===== config.mk =====
export PLATFORM = sky130hd
export DESIGN_NAME = ffgather_seq
export DESIGN_NICKNAME = d
export VERILOG_FILES = /design/src/rtl/ffg_pkg.sv /design/src/rtl/ffg_elem.sv /design/src/rtl/ffg_ffr.sv /design/src/rtl/ffg_ctrl.sv /design/src/rtl/ffgather_seq.sv
export SDC_FILE = /design/constraint.sdc
export NUM_CORES = 2
export LEC_CHECK = 0
export BUFFER_PORTS_ARGS = -buffer_cell sky130_fd_sc_hd__buf_2
export CORE_MARGIN = 2
export CORE_UTILIZATION = 50
export DETAILED_ROUTE_END_ITERATION = 12
export HOLD_SLACK_MARGIN = 0.02
export PLACE_DENSITY_LB_ADDON = 0.15
export SLEW_MARGIN = 20
export SYNTH_ARGS = -nofsm -noshare
export SYNTH_HDL_FRONTEND = slang
export SYNTH_SLANG_ARGS = --single-unit

===== constraint.sdc =====
create_clock -name clk -period 6.1 [get_ports clk]
set_clock_uncertainty 0.1 [all_clocks]
set_input_delay 0.305 -clock clk [delete_from_list [all_inputs] [get_ports clk]]
set_output_delay 0.305 -clock clk [all_outputs]
set_load 0.03 [all_outputs]

===== src/rtl/ffg_pkg.sv =====
package ffg_pkg;

    typedef enum logic [1:0] {
        ST_IDLE  = 2'd0,
        ST_ISSUE = 2'd1,
        ST_WAIT  = 2'd2,
        ST_DONE  = 2'd3
    } ffg_state_e;

    localparam int MEM_DW = 64;

endpackage


===== src/rtl/ffg_elem.sv =====
module ffg_elem #(
    parameter int VBYTES = 16,
    parameter int ADDR_W = 32,
    localparam int VBITS  = VBYTES * 8,
    localparam int BOFF_W = $clog2(VBYTES),
    localparam int IDX_W  = BOFF_W + 1
) (
    input  logic [IDX_W-1:0]  idx_i,
    input  logic [1:0]        esz_i,
    input  logic [VBITS-1:0]  base_i,
    input  logic [VBYTES-1:0] pred_i,
    input  logic [ADDR_W-1:0] imm_i,
    output logic              in_range_o,
    output logic              active_o,
    output logic [BOFF_W-1:0] off_o,
    output logic [ADDR_W-1:0] addr_o
);
    logic [IDX_W-1:0]  nelem;
    logic [IDX_W+2:0]  shifted;
    logic [BOFF_W+2:0] bpos;
    logic [63:0]       elem_val;

    always_comb begin
        nelem      = IDX_W'(VBYTES) >> esz_i;
        in_range_o = idx_i < nelem;
        shifted    = {3'b000, idx_i} << esz_i;
        off_o      = shifted[BOFF_W-1:0];
        bpos       = {off_o, 3'b000};
        elem_val   = '0;
        if (in_range_o) begin
            case (esz_i)
                2'd0:    elem_val = 64'(base_i[bpos +: 8]);
                2'd1:    elem_val = 64'(base_i[bpos +: 16]);
                2'd2:    elem_val = 64'(base_i[bpos +: 32]);
                default: elem_val = base_i[bpos +: 64];
            endcase
        end
        active_o = in_range_o && pred_i[off_o];
        addr_o   = elem_val[ADDR_W-1:0] + imm_i;
    end
endmodule


===== src/rtl/ffg_ffr.sv =====
module ffg_ffr #(
    parameter int VBYTES = 16,
    localparam int BOFF_W = $clog2(VBYTES)
) (
    input  logic              clk,
    input  logic              rst_n,
    input  logic              init_i,
    input  logic              fault_i,
    input  logic [BOFF_W-1:0] fault_off_i,
    input  logic              rd_i,
    output logic [VBYTES-1:0] rd_data_o
);
    typedef struct packed {
        logic [VBYTES-1:0] mask;
        logic [VBYTES-1:0] rd;
    } ffr_s;

    ffr_s              d, q;
    logic [VBYTES-1:0] clr_vec;

    for (genvar b = 0; b < VBYTES; b++) begin : g_clr
        assign clr_vec[b] = fault_i && (b >= int'(fault_off_i));
    end

    always_comb begin
        d = q;
        if (init_i) begin
            d.mask = '1;
        end else if (fault_i) begin
            d.mask = q.mask & ~clr_vec;
        end
        if (rd_i) begin
            d.rd = q.mask;
        end
    end

    always_ff @(posedge clk) begin
        if (!rst_n) begin
            q.mask <= '1;
            q.rd   <= '1;
        end else begin
            q <= d;
        end
    end

    assign rd_data_o = q.rd;

    assert_init_ones_R6: assert property (@(posedge clk) disable iff (!rst_n)
        init_i |=> (&q.mask));

    assert_fault_clears_R5: assert property (@(posedge clk) disable iff (!rst_n)
        (fault_i && !init_i) |=> ((q.mask >> $past(fault_off_i)) == '0));

    assert_mask_kept_R4: assert property (@(posedge clk) disable iff (!rst_n)
        (!init_i && !fault_i) |=> $stable(q.mask));

    assert_read_prior_R7: assert property (@(posedge clk) disable iff (!rst_n)
        rd_i |=> (rd_data_o == $past(q.mask)));
endmodule


===== src/rtl/ffg_ctrl.sv =====
module ffg_ctrl
    import ffg_pkg::*;
#(
    parameter int VBYTES = 16,
    parameter int ADDR_W = 32,
    localparam int VBITS  = VBYTES * 8,
    localparam int BOFF_W = $clog2(VBYTES),
    localparam int IDX_W  = BOFF_W + 1
) (
    input  logic              clk,
    input  logic              rst_n,
    input  logic              start_i,
    input  logic [VBITS-1:0]  base_i,
    input  logic [ADDR_W-1:0] imm_i,
    input  logic [VBYTES-1:0] pred_i,
    input  logic [1:0]        esz_i,
    input  logic              elem_in_range_i,
    input  logic              elem_active_i,
    input  logic [BOFF_W-1:0] elem_off_i,
    input  logic              req_ready_i,
    input  logic              rsp_valid_i,
    input  logic [MEM_DW-1:0] rsp_data_i,
    input  logic              rsp_fault_i,
    output logic [IDX_W-1:0]  idx_o,
    output logic [1:0]        esz_o,
    output logic [VBITS-1:0]  base_o,
    output logic [ADDR_W-1:0] imm_o,
    output logic [VBYTES-1:0] pred_o,
    output logic [VBITS-1:0]  dest_o,
    output logic              req_valid_o,
    output logic              done_o,
    output logic              ffr_init_o,
    output logic              fault_o
);
    typedef struct packed {
        ffg_state_e        st;
        logic [IDX_W-1:0]  idx;
        logic [1:0]        esz;
        logic [ADDR_W-1:0] imm;
        logic [VBITS-1:0]  base;
        logic [VBYTES-1:0] pred;
        logic [VBITS-1:0]  dest;
    } ctrl_s;

    ctrl_s             d, q;
    logic [BOFF_W+2:0] bpos;

    always_comb begin
        d           = q;
        req_valid_o = 1'b0;
        done_o      = 1'b0;
        ffr_init_o  = 1'b0;
        fault_o     = 1'b0;
        bpos        = {elem_off_i, 3'b000};
        case (q.st)
            ST_IDLE: begin
                if (start_i) begin
                    d.st       = ST_ISSUE;
                    d.idx      = '0;
                    d.esz      = esz_i;
                    d.imm      = imm_i;
                    d.base     = base_i;
                    d.pred     = pred_i;
                    d.dest     = '0;
                    ffr_init_o = 1'b1;
                end
            end
            ST_ISSUE: begin
                if (!elem_in_range_i) begin
                    d.st = ST_DONE;
                end else if (!elem_active_i) begin
                    d.idx = q.idx + 1'b1;
                end else begin
                    req_valid_o = 1'b1;
                    if (req_ready_i) begin
                        d.st = ST_WAIT;
                    end
                end
            end
            ST_WAIT: begin
                if (rsp_valid_i) begin
                    if (rsp_fault_i) begin
                        fault_o = 1'b1;
                        d.st    = ST_DONE;
                    end else begin
                        case (q.esz)
                            2'd0:    d.dest[bpos +: 8]  = rsp_data_i[7:0];
                            2'd1:    d.dest[bpos +: 16] = rsp_data_i[15:0];
                            2'd2:    d.dest[bpos +: 32] = rsp_data_i[31:0];
                            default: d.dest[bpos +: 64] = rsp_data_i;
                        endcase
                        d.idx = q.idx + 1'b1;
                        d.st  = ST_ISSUE;
                    end
                end
            end
            default: begin
                done_o = 1'b1;
                d.st   = ST_IDLE;
            end
        endcase
    end

    always_ff @(posedge clk) begin
        if (!rst_n) begin
            q <= '{st: ST_IDLE, default: '0};
        end else begin
            q <= d;
        end
    end

    assign idx_o  = q.idx;
    assign esz_o  = q.esz;
    assign base_o = q.base;
    assign imm_o  = q.imm;
    assign pred_o = q.pred;
    assign dest_o = q.dest;

    assert_done_pulse_R8: assert property (@(posedge clk) disable iff (!rst_n)
        done_o |=> !done_o);

    assert_stop_after_fault_R5: assert property (@(posedge clk) disable iff (!rst_n)
        (q.st == ST_WAIT && rsp_valid_i && rsp_fault_i) |=> (!req_valid_o && done_o));

    assert_busy_start_ignored_R8: assert property (@(posedge clk) disable iff (!rst_n)
        (q.st != ST_IDLE) |=> $stable(q.pred) && $stable(q.esz));
endmodule


===== src/rtl/ffgather_seq.sv =====
module ffgather_seq
    import ffg_pkg::*;
#(
    parameter int VBYTES = 16,
    parameter int ADDR_W = 32,
    localparam int VBITS  = VBYTES * 8,
    localparam int BOFF_W = $clog2(VBYTES),
    localparam int IDX_W  = BOFF_W + 1
) (
    input  logic              clk,
    input  logic              rst_n,
    input  logic              start_i,
    input  logic [VBITS-1:0]  base_vec_i,
    input  logic [ADDR_W-1:0] imm_i,
    input  logic [VBYTES-1:0] pred_i,
    input  logic [1:0]        esize_i,
    output logic              mem_req_valid_o,
    input  logic              mem_req_ready_i,
    output logic [ADDR_W-1:0] mem_req_addr_o,
    output logic [1:0]        mem_req_size_o,
    input  logic              mem_rsp_valid_i,
    input  logic [MEM_DW-1:0] mem_rsp_data_i,
    input  logic              mem_rsp_fault_i,
    output logic [VBITS-1:0]  dest_o,
    output logic              done_o,
    input  logic              ffr_rd_i,
    output logic [VBYTES-1:0] ffr_rd_data_o
);
    logic [IDX_W-1:0]  idx;
    logic [1:0]        esz;
    logic [VBITS-1:0]  base;
    logic [ADDR_W-1:0] imm;
    logic [VBYTES-1:0] pred;
    logic              in_range, active, ffr_init, fault;
    logic [BOFF_W-1:0] off;

    ffg_elem #(.VBYTES(VBYTES), .ADDR_W(ADDR_W)) u_elem (
        .idx_i      (idx),
        .esz_i      (esz),
        .base_i     (base),
        .pred_i     (pred),
        .imm_i      (imm),
        .in_range_o (in_range),
        .active_o   (active),
        .off_o      (off),
        .addr_o     (mem_req_addr_o)
    );

    ffg_ctrl #(.VBYTES(VBYTES), .ADDR_W(ADDR_W)) u_ctrl (
        .clk             (clk),
        .rst_n           (rst_n),
        .start_i         (start_i),
        .base_i          (base_vec_i),
        .imm_i           (imm_i),
        .pred_i          (pred_i),
        .esz_i           (esize_i),
        .elem_in_range_i (in_range),
        .elem_active_i   (active),
        .elem_off_i      (off),
        .req_ready_i     (mem_req_ready_i),
        .rsp_valid_i     (mem_rsp_valid_i),
        .rsp_data_i      (mem_rsp_data_i),
        .rsp_fault_i     (mem_rsp_fault_i),
        .idx_o           (idx),
        .esz_o           (esz),
        .base_o          (base),
        .imm_o           (imm),
        .pred_o          (pred),
        .dest_o          (dest_o),
        .req_valid_o     (mem_req_valid_o),
        .done_o          (done_o),
        .ffr_init_o      (ffr_init),
        .fault_o         (fault)
    );

    ffg_ffr #(.VBYTES(VBYTES)) u_ffr (
        .clk         (clk),
        .rst_n       (rst_n),
        .init_i      (ffr_init),
        .fault_i     (fault),
        .fault_off_i (off),
        .rd_i        (ffr_rd_i),
        .rd_data_o   (ffr_rd_data_o)
    );

    assign mem_req_size_o = esz;

    assert_req_hold_R9: assert property (@(posedge clk) disable iff (!rst_n)
        (mem_req_valid_o && !mem_req_ready_i) |=>
            (mem_req_valid_o && $stable(mem_req_addr_o) && $stable(mem_req_size_o)));
endmodule


==> results.yml <==
die:
  dieHeight_um: 252
  ioPinCount: 429
  start_util: 0.507
  fp.dieArea_sq_um: 63500
  core_area_sq_um: 60600
  die_w_um: 252
  row_count: 90
final_layout:
  syn_to_final_growth_pct: 16.6
  register_area_sq_um: 6920
  multi_input_area_sq_um: 21100
  layout-drive-gt1-share: 0.180
  fillers: 5516
  final_nets: 4825
grt:
  grt_start_max_net_pins: 179
  grt_pass1_vias: 35800
  grt_first_pass_wirelength_um: 244000
  antenna_found_initial: 17
  grt_overflow: 0
  grt_util_all_layers: 0.517
clocking:
  h-tree-depth: 2
  clk_latency_ns: 0.61
  numCtsBuffers: 41
  clock_path_buffers: 3
  root_buffer: "clkbuf_16"
  clkSlewWorstSetupHoldPaths_ns: 0.07
  clock_sinks: 345
  cts_tree: "done"
sta:
  hold_violations: 0
  fmax_ghz: 0.170
  tns_ns: 0
  drv_slew: 0
  period_needed_ns: 5.87
  period_share: 0.962
  finalSetupViolations: 0
  tightestPinTransition_ns: 1.27
  maxSlewHeadroom: 0.152
routing:
  drtAntennaViolNets: 0
  wl_per_cell_um: 31.9
  drt_iter0_markers: 5724
  route.detailed.drc: 1
  dr.pass1.iters: 13
  wirelength_um: 171000
  via_count: 38500
  via_per_inst: 7.19
worst_setup_path:
  critical_path_class: "flop to output port"
  cp_max_fo: 47
  r2r-start: "u_ctrl.esz_o[1]$_SDFFE_PN0P_"
  reg2reg_depth: 13
  r2r_end: "u_ctrl.dest_o[83]$_SDFFE_PN0P_"
  cp-end-kind: "output port"
  cp_data_arrival_time_ns: 5.47
  crit_required_ns: 5.69
  critPathLaunchType: "flop"
  r2r_slack_ns: 0.66
min_path:
  min_to: "u_ffr.rd_data_o[14]$_SDFFE_PN1P_"
  holdPathStages: 3
  min-delay-start: "ffr_rd_i"
  hold_class: "input port to flop"
status:
  status: "finished, violations left"
  violations: "DRC"
yosys:
  yosysWarnings: 0
  async_flop_share: 0
  yosysSeqAreaShare: 0.225
  synthCells: 4254
  syn_nets: 4554
  avgSynthCellArea_sq_um: 7.23
  yosysUniqueCellTypes: 111
  netlist_area_sq_um: 30700
  synth_top_cell_area_share: 0.225
  netlist_top_cells_area: "dfxtp_1 22%, nand2_1 11%, mux2i_1 6.2%"
  yosys.area.top_type: "dfxtp_1"
  synth_edf_count: 0
  synth_flop_cell: "dfxtp_1"
  ys_ff_latch: 345
pwr:
  power_uw: 9560
  pwr-share-seq: 0.268
  power_density_nw_per_um2: 267
  power.switching_uw: 4450
  leakage_uw: 0.0140
  swShare: 0.465
  p_int_uw: 5120
  clkPwrFrac: 0.273
  peakVddDrop_mv: 0.235
  comb_power_share: 0.459
job:
  max_cap_viol_count: 0
place:
  hpwl_um: 116000
  io_buffer_count: 428
  gp_congestion: 1.07
[through the flow]
| step | setup WS (ns) | hold slack, ns | utilization | std cells | area [sq um] |
|---|---|---|---|---|---|
| floorplan | 0.0873 | 0.322 | - | 4254 | 30700 |
| global placement | 0.548 | 0.331 | 0.536 | 5080 | 32400 |
| detailed placement | 0.466 | 0.338 | 0.536 | 5080 | 32500 |
| CTS | 0.00916 | 0.103 | 0.589 | 5335 | 35700 |
| global route | -0.0104 | 0.135 | 0.591 | 5340 | 35800 |
| finish | 0.230 | 0.117 | 0.592 | 5353 | 35800 |
[cells in the final DEF, fill, tap and decap left out, types with 130 or more instances in the layout]
cell,Yosys,final
buf_4,160,148
mux2i_1,190,189
a21oi_1,301,300
buf_2,74,427
a21boi_0,187,187
dfxtp_1,345,341
nand2_1,860,855
nor2_1,154,150
nand3_1,130,130
o21ai_0,229,228
dlygate4sd3_1,0,179
[per-layer routing]
metal | track usage | up-vias | part of all wire
li1 | - | 16200 | -
met1 | 0.574 | 18000 | 0.34
met2 | 0.778 | 3246 | 0.42
met3 | 0.196 | 1127 | 0.13
met4 | 0.444 | 8 | 0.11
met5 | 0.00772 | - | 0.00061
[repair_timing]
action / CTS / global route
pin swaps: 0 / 0
endpoints found under the setup margin: 1 / 10
cloned: 1 / 0
hold endpoints to repair: 183 / 0
hold buffers: 179 / 0
gates resized for setup: 5 / 14
setup buffers: 0 / 4
[worst max-delay path, stage by stage (launching register included)]
cell	delay, ns
dfxtp_1	0.42
or3b_4	0.49
inv_16	0.21
buf_4	0.31
mux2i_1	0.28
a211oi_1	0.11
a211oi_1	0.57
nor4_1	0.17
ha_1	0.40
and3_1	0.23
and3_1	0.22
nor3_1	0.06
a21oi_1	0.20
nand2_1	0.13
o211a_1	0.28
a21oi_1	0.34
xor2_1	0.19
buf_2	0.22
[cell type report]
cell class                 count  area share
multi-input combinational   3315       0.588
sequential                   345       0.193
timing repair buffer         761       0.144
clock buffer                  56      0.0333
tap                          782      0.0273
inverter                      61     0.00684
clock inverter                19     0.00604
antenna                       14    0.000977
[power by group through the flow]
stage	Clock [uW]	Combinational, uW	Sequential, uW
after floorplan	0	2530	2520
after global placement	0	3950	2600
after detailed placement	0	3960	2600
after CTS	2620	4060	2550
after global routing	2700	4490	2570
final	2610	4390	2560
[cell families (layout without fill, tap and decap cells)]
| kind of cell | after synthesis | count (layout) | share of synthesized area |
|---|---|---|---|
| compound gates | 1549 | 1549 | 0.354 |
| xor+xnor | 29 | 29 | 0.00826 |
| fa+ha+maj | 51 | 51 | 0.0210 |
| buf+inv | 595 | 897 | 0.0967 |
| flops | 345 | 345 | 0.225 |
| mux | 249 | 250 | 0.0863 |
| other cells | 0 | 14 | 0 |
| simple gates | 1436 | 1436 | 0.209 |
[synth_stat cells (all sizes together) (24+ instances only)]
| master | count |
|---|---|
| nor3 | 63 |
| nand3 | 131 |
| dfxtp | 345 |
| a21boi | 190 |
| o221ai | 39 |
| mux2 | 52 |
| a32o | 47 |
| mux2i | 190 |
| clkbuf | 264 |
| a31oi | 66 |
| nor2b | 33 |
| nand2 | 861 |
| a21oi | 306 |
| a311oi | 24 |
| o31ai | 48 |
| inv | 57 |
| and2 | 34 |
| nor2 | 160 |
| a211oi | 84 |
| a221oi | 52 |
| a32oi | 36 |
| a221o | 36 |
| o22ai | 33 |
| a22o | 38 |
| o211ai | 65 |
| o21ai | 241 |
| ha | 50 |
| and3 | 46 |
| buf | 270 |
| a22oi | 57 |
| a21o | 44 |
[how the worst max path moves through the flow]
stage,start,to,slack [ns],cells past startpoint
CTS,u_ctrl.esz_o[1]$_SDFFE_PN0P_,mem_req_addr_o[30],0.009,19
detailed placement,u_ctrl.esz_o[0]$_SDFFE_PN0P_,mem_req_addr_o[30],0.47,17
global placement,u_ctrl.esz_o[0]$_SDFFE_PN0P_,mem_req_addr_o[30],0.55,15
floorplan,u_ctrl.esz_o[1]$_SDFFE_PN0P_,mem_req_addr_o[30],0.09,21
finish,u_ctrl.idx_o[0]$_SDFFE_PN0P_,mem_req_addr_o[31],0.23,17
global route,u_ctrl.idx_o[0]$_SDFFE_PN0P_,mem_req_addr_o[30],-0.01,17
[sequential cells by signal, summed over array words and instances (netlist names)]
name / flops
u_ctrl.idx_o: 5
u_ffr.q: 16
u_ctrl.pred_o: 16
u_ffr.rd_data_o: 16
u_ctrl.base_o: 128
u_ctrl.dest_o: 128
u_ctrl.q: 2
u_ctrl.esz_o: 2
u_ctrl.imm_o: 32
(Power assumes the default switching activity.)
